### src/rtl/cgr_pkg.sv
package cgr_pkg;

    localparam int unsigned REG_W  = 16;
    localparam int unsigned DEC_W  = 6;
    localparam int unsigned NSEL   = 11;

    typedef logic [REG_W-1:0] word_t;
    typedef logic [DEC_W-1:0] off_t;

    // select indices
    localparam int unsigned S_MODE  = 0;
    localparam int unsigned S_CDIV  = 1;
    localparam int unsigned S_STAT  = 2;
    localparam int unsigned S_PWR   = 3;
    localparam int unsigned S_CCTL  = 4;
    localparam int unsigned S_IREQ  = 5;
    localparam int unsigned S_IMSK  = 6;
    localparam int unsigned S_ISTS  = 7;
    localparam int unsigned S_DIR   = 8;
    localparam int unsigned S_LVLW  = 9;
    localparam int unsigned S_LVLR  = 10;

    localparam word_t       STATUS_VAL   = 16'h0002;
    localparam word_t       PWR_FORCE    = 16'h8040;
    localparam int unsigned PWR_TRIG_BIT = 7;

    // offset of each select index: word offsets, four apart
    function automatic off_t sel_offset(input int unsigned idx);
        return off_t'(idx * 4);
    endfunction

    typedef struct packed {
        word_t mode;
        word_t cdiv;
        word_t pwr;
        word_t cctl;
        word_t ireq;
        word_t imsk;
        word_t ists;
        word_t dir;
        word_t level;
        word_t out;
        word_t rdata;
    } regs_t;

endpackage

### src/rtl/cgr_sync.sv
module cgr_sync #(
    parameter int unsigned W      = 16,
    parameter int unsigned STAGES = 2
) (
    input  logic         clk,
    input  logic         rst_n,
    input  logic [W-1:0] din,
    output logic [W-1:0] sync_o,
    output logic [W-1:0] chg_o
);

    logic [W-1:0] stg_q [STAGES];
    logic [W-1:0] stg_d [STAGES];
    logic [W-1:0] prev_q;

    always_comb begin
        stg_d[0] = din;
        for (int k = 1; k < STAGES; k++) begin
            stg_d[k] = stg_q[k-1];
        end
    end

    always_ff @(posedge clk or negedge rst_n) begin
        if (!rst_n) begin
            for (int k = 0; k < STAGES; k++) begin
                stg_q[k] <= '0;
            end
            prev_q <= '0;
        end else begin
            for (int k = 0; k < STAGES; k++) begin
                stg_q[k] <= stg_d[k];
            end
            prev_q <= stg_q[STAGES-1];
        end
    end

    assign sync_o = stg_q[STAGES-1];
    assign chg_o  = stg_q[STAGES-1] ^ prev_q;

endmodule

### src/rtl/cgr_decode.sv
module cgr_decode
    import cgr_pkg::*;
#(
    parameter int unsigned ADDR_W = 32
) (
    input  logic [ADDR_W-1:0] addr_i,
    output logic [NSEL-1:0]   sel_o
);

    for (genvar i = 0; i < NSEL; i++) begin : g_sel
        assign sel_o[i] = (addr_i[DEC_W-1:0] == sel_offset(i));
    end

endmodule

### src/rtl/cgr_regfile.sv
module cgr_regfile
    import cgr_pkg::*;
#(
    parameter int unsigned WDATA_W = 32
) (
    input  logic               clk,
    input  logic               rst_n,
    input  logic               wr_i,
    input  logic               rd_i,
    input  logic [NSEL-1:0]    sel_i,
    input  logic [WDATA_W-1:0] wdata_i,
    input  word_t              pin_val_i,
    input  word_t              pin_chg_i,
    output word_t              rdata_o,
    output word_t              out_o,
    output word_t              dir_o,
    output word_t              level_o,
    output word_t              pwr_o
);

    regs_t r_q, r_d;
    word_t wv;
    word_t rd_mux;

    assign wv = wdata_i[REG_W-1:0];

    always_comb begin
        rd_mux = '0;
        if (sel_i[S_MODE])                       rd_mux = r_q.mode;
        else if (sel_i[S_CDIV])                  rd_mux = r_q.cdiv;
        else if (sel_i[S_STAT])                  rd_mux = STATUS_VAL;
        else if (sel_i[S_PWR])                   rd_mux = r_q.pwr;
        else if (sel_i[S_CCTL])                  rd_mux = r_q.cctl;
        else if (sel_i[S_IREQ])                  rd_mux = r_q.ireq;
        else if (sel_i[S_IMSK])                  rd_mux = r_q.imsk;
        else if (sel_i[S_ISTS])                  rd_mux = r_q.ists;
        else if (sel_i[S_DIR])                   rd_mux = r_q.dir;
        else if (sel_i[S_LVLW] || sel_i[S_LVLR]) rd_mux = r_q.level;
    end

    always_comb begin
        r_d = r_q;
        if (wr_i) begin
            if (sel_i[S_MODE]) r_d.mode = wv;
            if (sel_i[S_CDIV]) r_d.cdiv = wv;
            if (sel_i[S_PWR])  r_d.pwr  = wv[PWR_TRIG_BIT] ? (wv | PWR_FORCE) : wv;
            if (sel_i[S_CCTL]) r_d.cctl = wv;
            if (sel_i[S_IREQ]) r_d.ireq = wv;
            if (sel_i[S_IMSK]) r_d.imsk = wv;
            if (sel_i[S_ISTS]) r_d.ists = wv;
            if (sel_i[S_DIR]) begin
                r_d.dir = wv;
                r_d.out = r_q.level & wv;
            end
            if (sel_i[S_LVLW] || sel_i[S_LVLR]) begin
                r_d.level = wv & r_q.dir;
                r_d.out   = wv & r_q.dir;
            end
        end
        // pin changes update level only; output is not re-evaluated
        r_d.level = (r_d.level & ~pin_chg_i) | (pin_val_i & pin_chg_i);
        if (rd_i) begin
            r_d.rdata = rd_mux;
        end
    end

    always_ff @(posedge clk or negedge rst_n) begin
        if (!rst_n) begin
            r_q <= '0;
        end else begin
            r_q <= r_d;
        end
    end

    assign rdata_o = r_q.rdata;
    assign out_o   = r_q.out;
    assign dir_o   = r_q.dir;
    assign level_o = r_q.level;
    assign pwr_o   = r_q.pwr;

endmodule

### src/rtl/ctrl_gpio_regblk.sv
module ctrl_gpio_regblk
    import cgr_pkg::*;
#(
    parameter int unsigned ADDR_W      = 32,
    parameter int unsigned WDATA_W     = 32,
    parameter int unsigned SYNC_STAGES = 2
) (
    input  logic               clk,
    input  logic               rst_n,
    input  logic [ADDR_W-1:0]  bus_addr,
    input  logic               bus_wr,
    input  logic               bus_rd,
    input  logic [WDATA_W-1:0] bus_wdata,
    output logic [REG_W-1:0]   bus_rdata,
    input  logic [REG_W-1:0]   gpio_in,
    output logic [REG_W-1:0]   gpio_out
);

    logic [NSEL-1:0] sel_w;
    word_t           pin_val_w;
    word_t           pin_chg_w;
    word_t           dir_w;
    word_t           level_w;
    word_t           pwr_w;

    cgr_decode #(.ADDR_W(ADDR_W)) u_dec (
        .addr_i (bus_addr),
        .sel_o  (sel_w)
    );

    cgr_sync #(.W(REG_W), .STAGES(SYNC_STAGES)) u_sync (
        .clk    (clk),
        .rst_n  (rst_n),
        .din    (gpio_in),
        .sync_o (pin_val_w),
        .chg_o  (pin_chg_w)
    );

    cgr_regfile #(.WDATA_W(WDATA_W)) u_regs (
        .clk       (clk),
        .rst_n     (rst_n),
        .wr_i      (bus_wr),
        .rd_i      (bus_rd),
        .sel_i     (sel_w),
        .wdata_i   (bus_wdata),
        .pin_val_i (pin_val_w),
        .pin_chg_i (pin_chg_w),
        .rdata_o   (bus_rdata),
        .out_o     (gpio_out),
        .dir_o     (dir_w),
        .level_o   (level_w),
        .pwr_o     (pwr_w)
    );

endmodule

### config.mk
export PLATFORM = sky130hd
export DESIGN_NAME = ctrl_gpio_regblk
export DESIGN_NICKNAME = d
export VERILOG_FILES = /design/src/rtl/cgr_pkg.sv /design/src/rtl/cgr_sync.sv /design/src/rtl/cgr_decode.sv /design/src/rtl/cgr_regfile.sv /design/src/rtl/ctrl_gpio_regblk.sv
export SDC_FILE = /design/constraint.sdc
export NUM_CORES = 1
export LEC_CHECK = 0
export BUFFER_PORTS_ARGS = -buffer_cell sky130_fd_sc_hd__buf_2
export CAP_MARGIN = 10
export CORE_MARGIN = 5
export CORE_UTILIZATION = 40
export CTS_CLUSTER_DIAMETER = 30
export CTS_CLUSTER_SIZE = 14
export DETAILED_ROUTE_END_ITERATION = 8
export PLACE_DENSITY = 0.65
export SKIP_CTS_REPAIR_TIMING = 1
export SYNTH_ARGS = -nofsm -noshare
export SYNTH_HDL_FRONTEND = slang
export SYNTH_SLANG_ARGS = --single-unit
### constraint.sdc
create_clock -name clk -period 1.5 [get_ports clk]
set_input_delay 0.45 -clock clk [delete_from_list [all_inputs] [get_ports clk]]
set_output_delay 0.45 -clock clk [all_outputs]
set_load 0.05 [all_outputs]
**Yosys cells after proc, flatten, opt, wreduce, memory -nomap -nowiden**

Index checks and enable logic that the tools add are counted.

- Equality and inequality tests: 10
- Muxes and demuxes: 14
- Bitwise logic cells: 7
- Reduce and logical (&&, ||, !) cells: 12

Operators by type and width:

| operator | number |
|---|---|
| two-way mux 16 bit | 12 |
| bitwise AND 16 bit | 4 |
| two-way mux 32 bit | 2 |
| == test 6 x 5 -> 1 bit (second input constant) | 4 |
| == test 6 bit (second input constant) | 3 |
| AND reduction 2 bit | 9 |
| inverter 16 bit | 1 |
| bitwise OR 16 bit | 1 |
| bitwise XOR 16 bit | 1 |
| == test 6 x 4 -> 1 bit (second input constant) | 2 |
| == test 6 x 3 -> 1 bit (second input constant) | 1 |
| logical NOT 6 bit | 1 |
| nonzero test 2 bit | 1 |
| logical OR 1 bit | 1 |

- Word-level logic and storage cells: 57
- Register bits: 224
- Input bits: 84
- Output and inout port bits: 32

**Longest topological paths before layout**

- Depth after elaboration: 12
- Depth in mapped cells: 8
- Mapped depth without buffers: 5

**Hierarchy**

A second synthesis with hierarchy kept.

- Cell total of the unflattened synthesis: 864
- Area, all modules: 10261.1 um2

Modules (own cells, without submodules):

| module | area each (um2) | seq. area each (um2) | times used | cells an instance |
|---|---|---|---|---|
| cgr_regfile | 8819.7 | 4404.2 | 1 | 783 |
| cgr_sync | 1341.3 | 1201.2 | 1 | 64 |
| cgr_decode | 100.1 | 0.0 | 1 | 17 |

**Least setup slack after synthesis**

Ideal clock, no wire load.

- Path kind: in2reg
- Start: input bus_addr[2]
- End: register u_regs.r_q, in the netlist u_regs.rdata_o[10]
- Data required time: 1.365 ns
- Library setup time: 0.135 ns
- Arrival: 1.758 ns
- Buffers on the path: 4
- Cell stages on the path: 7
- Path slack: -0.393 ns
- Cells stage by stage: buf_2 -> buf_2 -> buf_2 -> buf_1 -> o22ai_1 -> a222oi_1 -> o22ai_1

- Cells in the longest elaborated chain, start to end: 12
- Elaborated cells on any way between the ends: 22
- Classes of those cells: eq/ne (10); mux (10); reduce/logical (2)

Ends and longest elaborated chain:

| what | line | RTL |
|---|---|---|
| start: declaration | ctrl_gpio_regblk.sv:10 | `input logic [ADDR_W-1:0] bus_addr,` |
| == test 6 bit | cgr_decode.sv:11 | `assign sel_o[i] = (addr_i[DEC_W-1:0] == sel_offset(i));` |
| logical OR 1 bit | cgr_regfile.sv:38 | `else if (sel_i[S_LVLW] \|\| sel_i[S_LVLR]) rd_mux = r_q.level;` |
| two-way mux 16 bit | cgr_regfile.sv:38 |  |
| two-way mux 16 bit | cgr_regfile.sv:37 | `else if (sel_i[S_DIR]) rd_mux = r_q.dir;` |
| two-way mux 16 bit | cgr_regfile.sv:36 | `else if (sel_i[S_ISTS]) rd_mux = r_q.ists;` |
| two-way mux 16 bit | cgr_regfile.sv:35 | `else if (sel_i[S_IMSK]) rd_mux = r_q.imsk;` |
| two-way mux 16 bit | cgr_regfile.sv:34 | `else if (sel_i[S_IREQ]) rd_mux = r_q.ireq;` |
| two-way mux 16 bit | cgr_regfile.sv:33 | `else if (sel_i[S_CCTL]) rd_mux = r_q.cctl;` |
| two-way mux 16 bit | cgr_regfile.sv:32 | `else if (sel_i[S_PWR]) rd_mux = r_q.pwr;` |
| two-way mux 16 bit | cgr_regfile.sv:31 | `else if (sel_i[S_STAT]) rd_mux = STATUS_VAL;` |
| two-way mux 16 bit | cgr_regfile.sv:30 | `else if (sel_i[S_CDIV]) rd_mux = r_q.cdiv;` |
| two-way mux 16 bit (*) | cgr_regfile.sv:29 | `if (sel_i[S_MODE]) rd_mux = r_q.mode;` |
| end signal: assignment | cgr_regfile.sv:71 | `r_q <= r_d;` |
| end: declaration | cgr_regfile.sv:21 | `regs_t r_q, r_d;` |

Every way passes the cells marked *; elsewhere a longest branch is shown, timed or not.
A chain may end at the register's enable or synchronous reset.

**Worst setup path after layout**

- Start: input bus_addr[0]
- End: register u_regs.r_q, in the netlist u_regs.rdata_o[12]

Same word-level chain as after synthesis.

==> results.sh <==
export IMPL_cp_max_fo=7
export IMPL_status="finished, violations left"
export IMPL_worstMarginPinSlew_ps=485
export IMPL_routed_via_density=5.29
export IMPL_total_power_mw=18.9
export IMPL_final_core_util=0.536
export IMPL_clkPwrFrac=0.493
export IMPL_fin_nets=1067
export IMPL_syn_num_nets=954
export IMPL_layout_setup_ws_ps=-112
export IMPL_num_rows=58
export IMPL_pwr_share_comb=0.123
export IMPL_synth_top_cell_by_area="dfrtp_1"
export IMPL_clock_sinks=224
export IMPL_ios=116
export IMPL_dp_hpwl_um=16500
export IMPL_end_kind="register"
export IMPL_setup_viol=64
export IMPL_drv_slew=0
export IMPL_final_common_cell="dfrtp_1"
export IMPL_track_usage=0.170
export IMPL_power_share_switching=0.252
export IMPL_gp_congestion=0.814
export IMPL_cts_buffer_depth=3
export IMPL_yosysSeqAreaShare=0.557
export IMPL_cts_made_buffers=41
export IMPL_yosys_warnings=0
export IMPL_n_antenna_cell=0
export IMPL_dr_total_vias=7097
export IMPL_power_switching_mw=4.75
export IMPL_clk_latency_ps=510
export IMPL_clock_skew_ps=16.8
export IMPL_ys_seq_elements=224
export IMPL_grt_antenna_before_repair=0
export IMPL_grt_start_max_net_pins=42
export IMPL_async_flop_share=1.00
export IMPL_critPathKind="in -> reg"
export IMPL_root_buffer="clkbuf_16"
export IMPL_cts_tree="yes"
export IMPL_startpoint_type="primary input"
export IMPL_netlist_top_cells_area="dfrtp_1, mux2_2, nand2_1"
export IMPL_layout_common_cells="dfrtp_1, nand2_1, mux2_2"
export IMPL_violations="setup timing"
export IMPL_p_seq_frac=0.383
export IMPL_synthesis_area_um2=10100
export IMPL_core_area_um2=25000
export IMPL_clkSlewWorstSetupHoldPaths_ps=50
export IMPL_hp_class="in -> reg"
export IMPL_grt_ovfl_total=0
export IMPL_cp_required_ps=1870
export IMPL_peakVddDrop_mv=1.02
export IMPL_area_delta_synth_final_pct=33.1
export IMPL_p_leak_nw=6.21
export IMPL_synth_top_cell_area_share=0.557
export IMPL_maxCapViolCount=0
export IMPL_critical_path_arrival_ps=1980
export IMPL_start_util=0.403
export IMPL_die_h_um=169
export IMPL_power_density_nw_per_um2=1410
export IMPL_n_fill_cell=2130
export IMPL_cts_htree_levels=2
export IMPL_die_w_um=169
export IMPL_drt_pass1_iter_count=5
export IMPL_fmax_mhz=620
export IMPL_drt_iter0_drc=425
export IMPL_ant_nets=0
export IMPL_slew_headroom=0.677
export IMPL_synth_edf_count=0
export IMPL_ys_types=54
export IMPL_finalCritPeriodShare=1.07
export IMPL_postSynthCellCount=870
export IMPL_port_buffers=73
export IMPL_grt_pass1_wl_um=39100
export IMPL_drc=0
export IMPL_rsz0062_at_grt="yes"
export IMPL_wl_per_cell_um=18.8
export IMPL_p_int_mw=14.1
export IMPL_drive_above_1_share=0.408
export IMPL_first_global_vias=7110
export IMPL_fin_crit_ps=1610
export IMPL_hold_viol=0
export IMPL_wirelength_um=25200
export IMPL_synth_ff_type="dfrtp_1"
export IMPL_syn_area_per_cell_um2=11.6
export IMPL_die_area_um2=28400
logic make-up (layout without fill, tap and decap cells):
| group | count (synthesis) | count (layout) | synth area share |
|---|---|---|---|
| flops | 224 | 224 | 0.557 |
| compound gates | 175 | 175 | 0.121 |
| fa+ha+maj | 16 | 16 | 0.0159 |
| xor+xnor | 1 | 1 | 0.000871 |
| buf+inv | 144 | 286 | 0.0732 |
| simple gates | 192 | 192 | 0.0979 |
| mux | 118 | 118 | 0.134 |
state kept, by name (all words and copies together) (netlist names), named ones only:
| signal | cells |
|---|---|
| u_sync.prev_q | 16 |
| u_regs.r_q | 96 |
| u_sync.stg_d | 16 |
| u_regs.out_o | 16 |
| u_regs.pwr_o | 16 |
| u_regs.rdata_o | 16 |
| u_sync.sync_o | 16 |
| u_regs.dir_o | 16 |
metal layers:
layer  routed length [um]  vias to the layer above  part of all wire  GRT usage
met3                 1080                       38             0.043     0.0362
met2                12300                      154              0.49      0.271
met1                11400                     3610              0.45      0.239
met4                  451                        0             0.018     0.0448
met5                    0                        -                 0          0
li1                     -                     3295                 -          -
metrics by stage:
stage | instances | TNS [ps] | hold WS (ps) | worst slack, ps | area, um^2
floorplan | 870 | -29480 | 154 | -298 | 10300
global placement | 1240 | -81600 | 331 | -652 | 11200
detailed placement | 1240 | -86760 | 335 | -652 | 11200
CTS | 1312 | -6820 | -156 | -161 | 12600
global route | 1342 | -4940 | 10.1 | -170 | 13400
finish | 1342 | -2520 | 36.7 | -112 | 13400
power groups by stage:
| stage | Sequential (mW) | Combinational (mW) | Clock, mW |
|---|---|---|---|
| 5_1_grt | 7.31 | 2.53 | 9.79 |
| 3_5_place_dp | 7.27 | 2.03 | 0 |
| 6_report | 7.24 | 2.33 | 9.32 |
| 3_3_place_gp | 7.25 | 1.98 | 0 |
| 4_1_cts | 7.18 | 2.04 | 9.48 |
| 2_1_floorplan | 7.12 | 1.56 | 0 |
path summary, 6_finish.rpt:
check / start / to / slack, ps / cells after the start
worst max-delay path: bus_addr[0] / u_regs.rdata_o[12]$_DFFE_PN0P_ / -110 / 8
worst min-delay path: gpio_in[13] / u_sync.stg_d[13]$_DFF_PN0_ / 40 / 1
worst max register to register: register / u_regs.rdata_o[7]$_DFFE_PN0P_ / 20 / 4
worst min register to register: u_sync.stg_d[15]$_DFF_PN0_ / u_sync.sync_o[15]$_DFF_PN0_ / 340 / 0
max in group asynchronous: rst_n / u_regs.pwr_o[7]$_DFFE_PN0P_ / 520 / 3
min in group asynchronous: rst_n / u_regs.dir_o[3]$_DFFE_PN0P_ / 450 / 2
Yosys cell counts (2+ instances only):
| cell | n |
|---|---|
| nand3_2 | 3 |
| a22o_1 | 16 |
| clkbuf_1 | 31 |
| nor3_1 | 2 |
| buf_1 | 5 |
| a222oi_1 | 9 |
| buf_4 | 38 |
| a21oi_1 | 18 |
| a221oi_1 | 6 |
| mux2i_1 | 3 |
| nand2_2 | 2 |
| a2bb2oi_1 | 9 |
| nand2b_1 | 2 |
| o21ai_1 | 15 |
| nand3b_1 | 2 |
| nor2_1 | 10 |
| nor2b_1 | 17 |
| a32oi_1 | 9 |
| a22oi_1 | 10 |
| inv_1 | 43 |
| mux2_4 | 6 |
| nand3_1 | 28 |
| mux2_1 | 30 |
| buf_2 | 24 |
| and2_1 | 5 |
| nand2_4 | 3 |
| o22ai_1 | 24 |
| maj3_1 | 16 |
| nor4b_4 | 2 |
| o221ai_1 | 6 |
| dfrtp_1 | 224 |
| o21a_1 | 2 |
| o21ai_0 | 35 |
| o2bb2ai_1 | 4 |
| and3_1 | 2 |
| mux2_2 | 79 |
| a211o_1 | 4 |
| nand2_1 | 98 |
| a31oi_1 | 2 |
| nand4_1 | 9 |
| and2_0 | 2 |
| buf_6 | 3 |
layout make-up:
class / instances / area (um^2) / area share
Sequential cell: 224 / 5610 / 0.419
Tap cell: 330 / 413 / 0.0308
Clock buffer: 52 / 1150 / 0.0859
Timing Repair Buffer: 171 / 1700 / 0.127
Inverter: 43 / 161 / 0.0121
Clock inverter: 20 / 258 / 0.0193
Multi-Input combinational cell: 502 / 4100 / 0.306
critical path, stage by stage:
cell       delay (ps)
buf_12            110
or3_4             410
nor3_4            230
buf_12            150
buf_4             110
a2bb2oi_2          40
a222oi_1          350
o22ai_1           120
(Power assumes the default switching activity.)
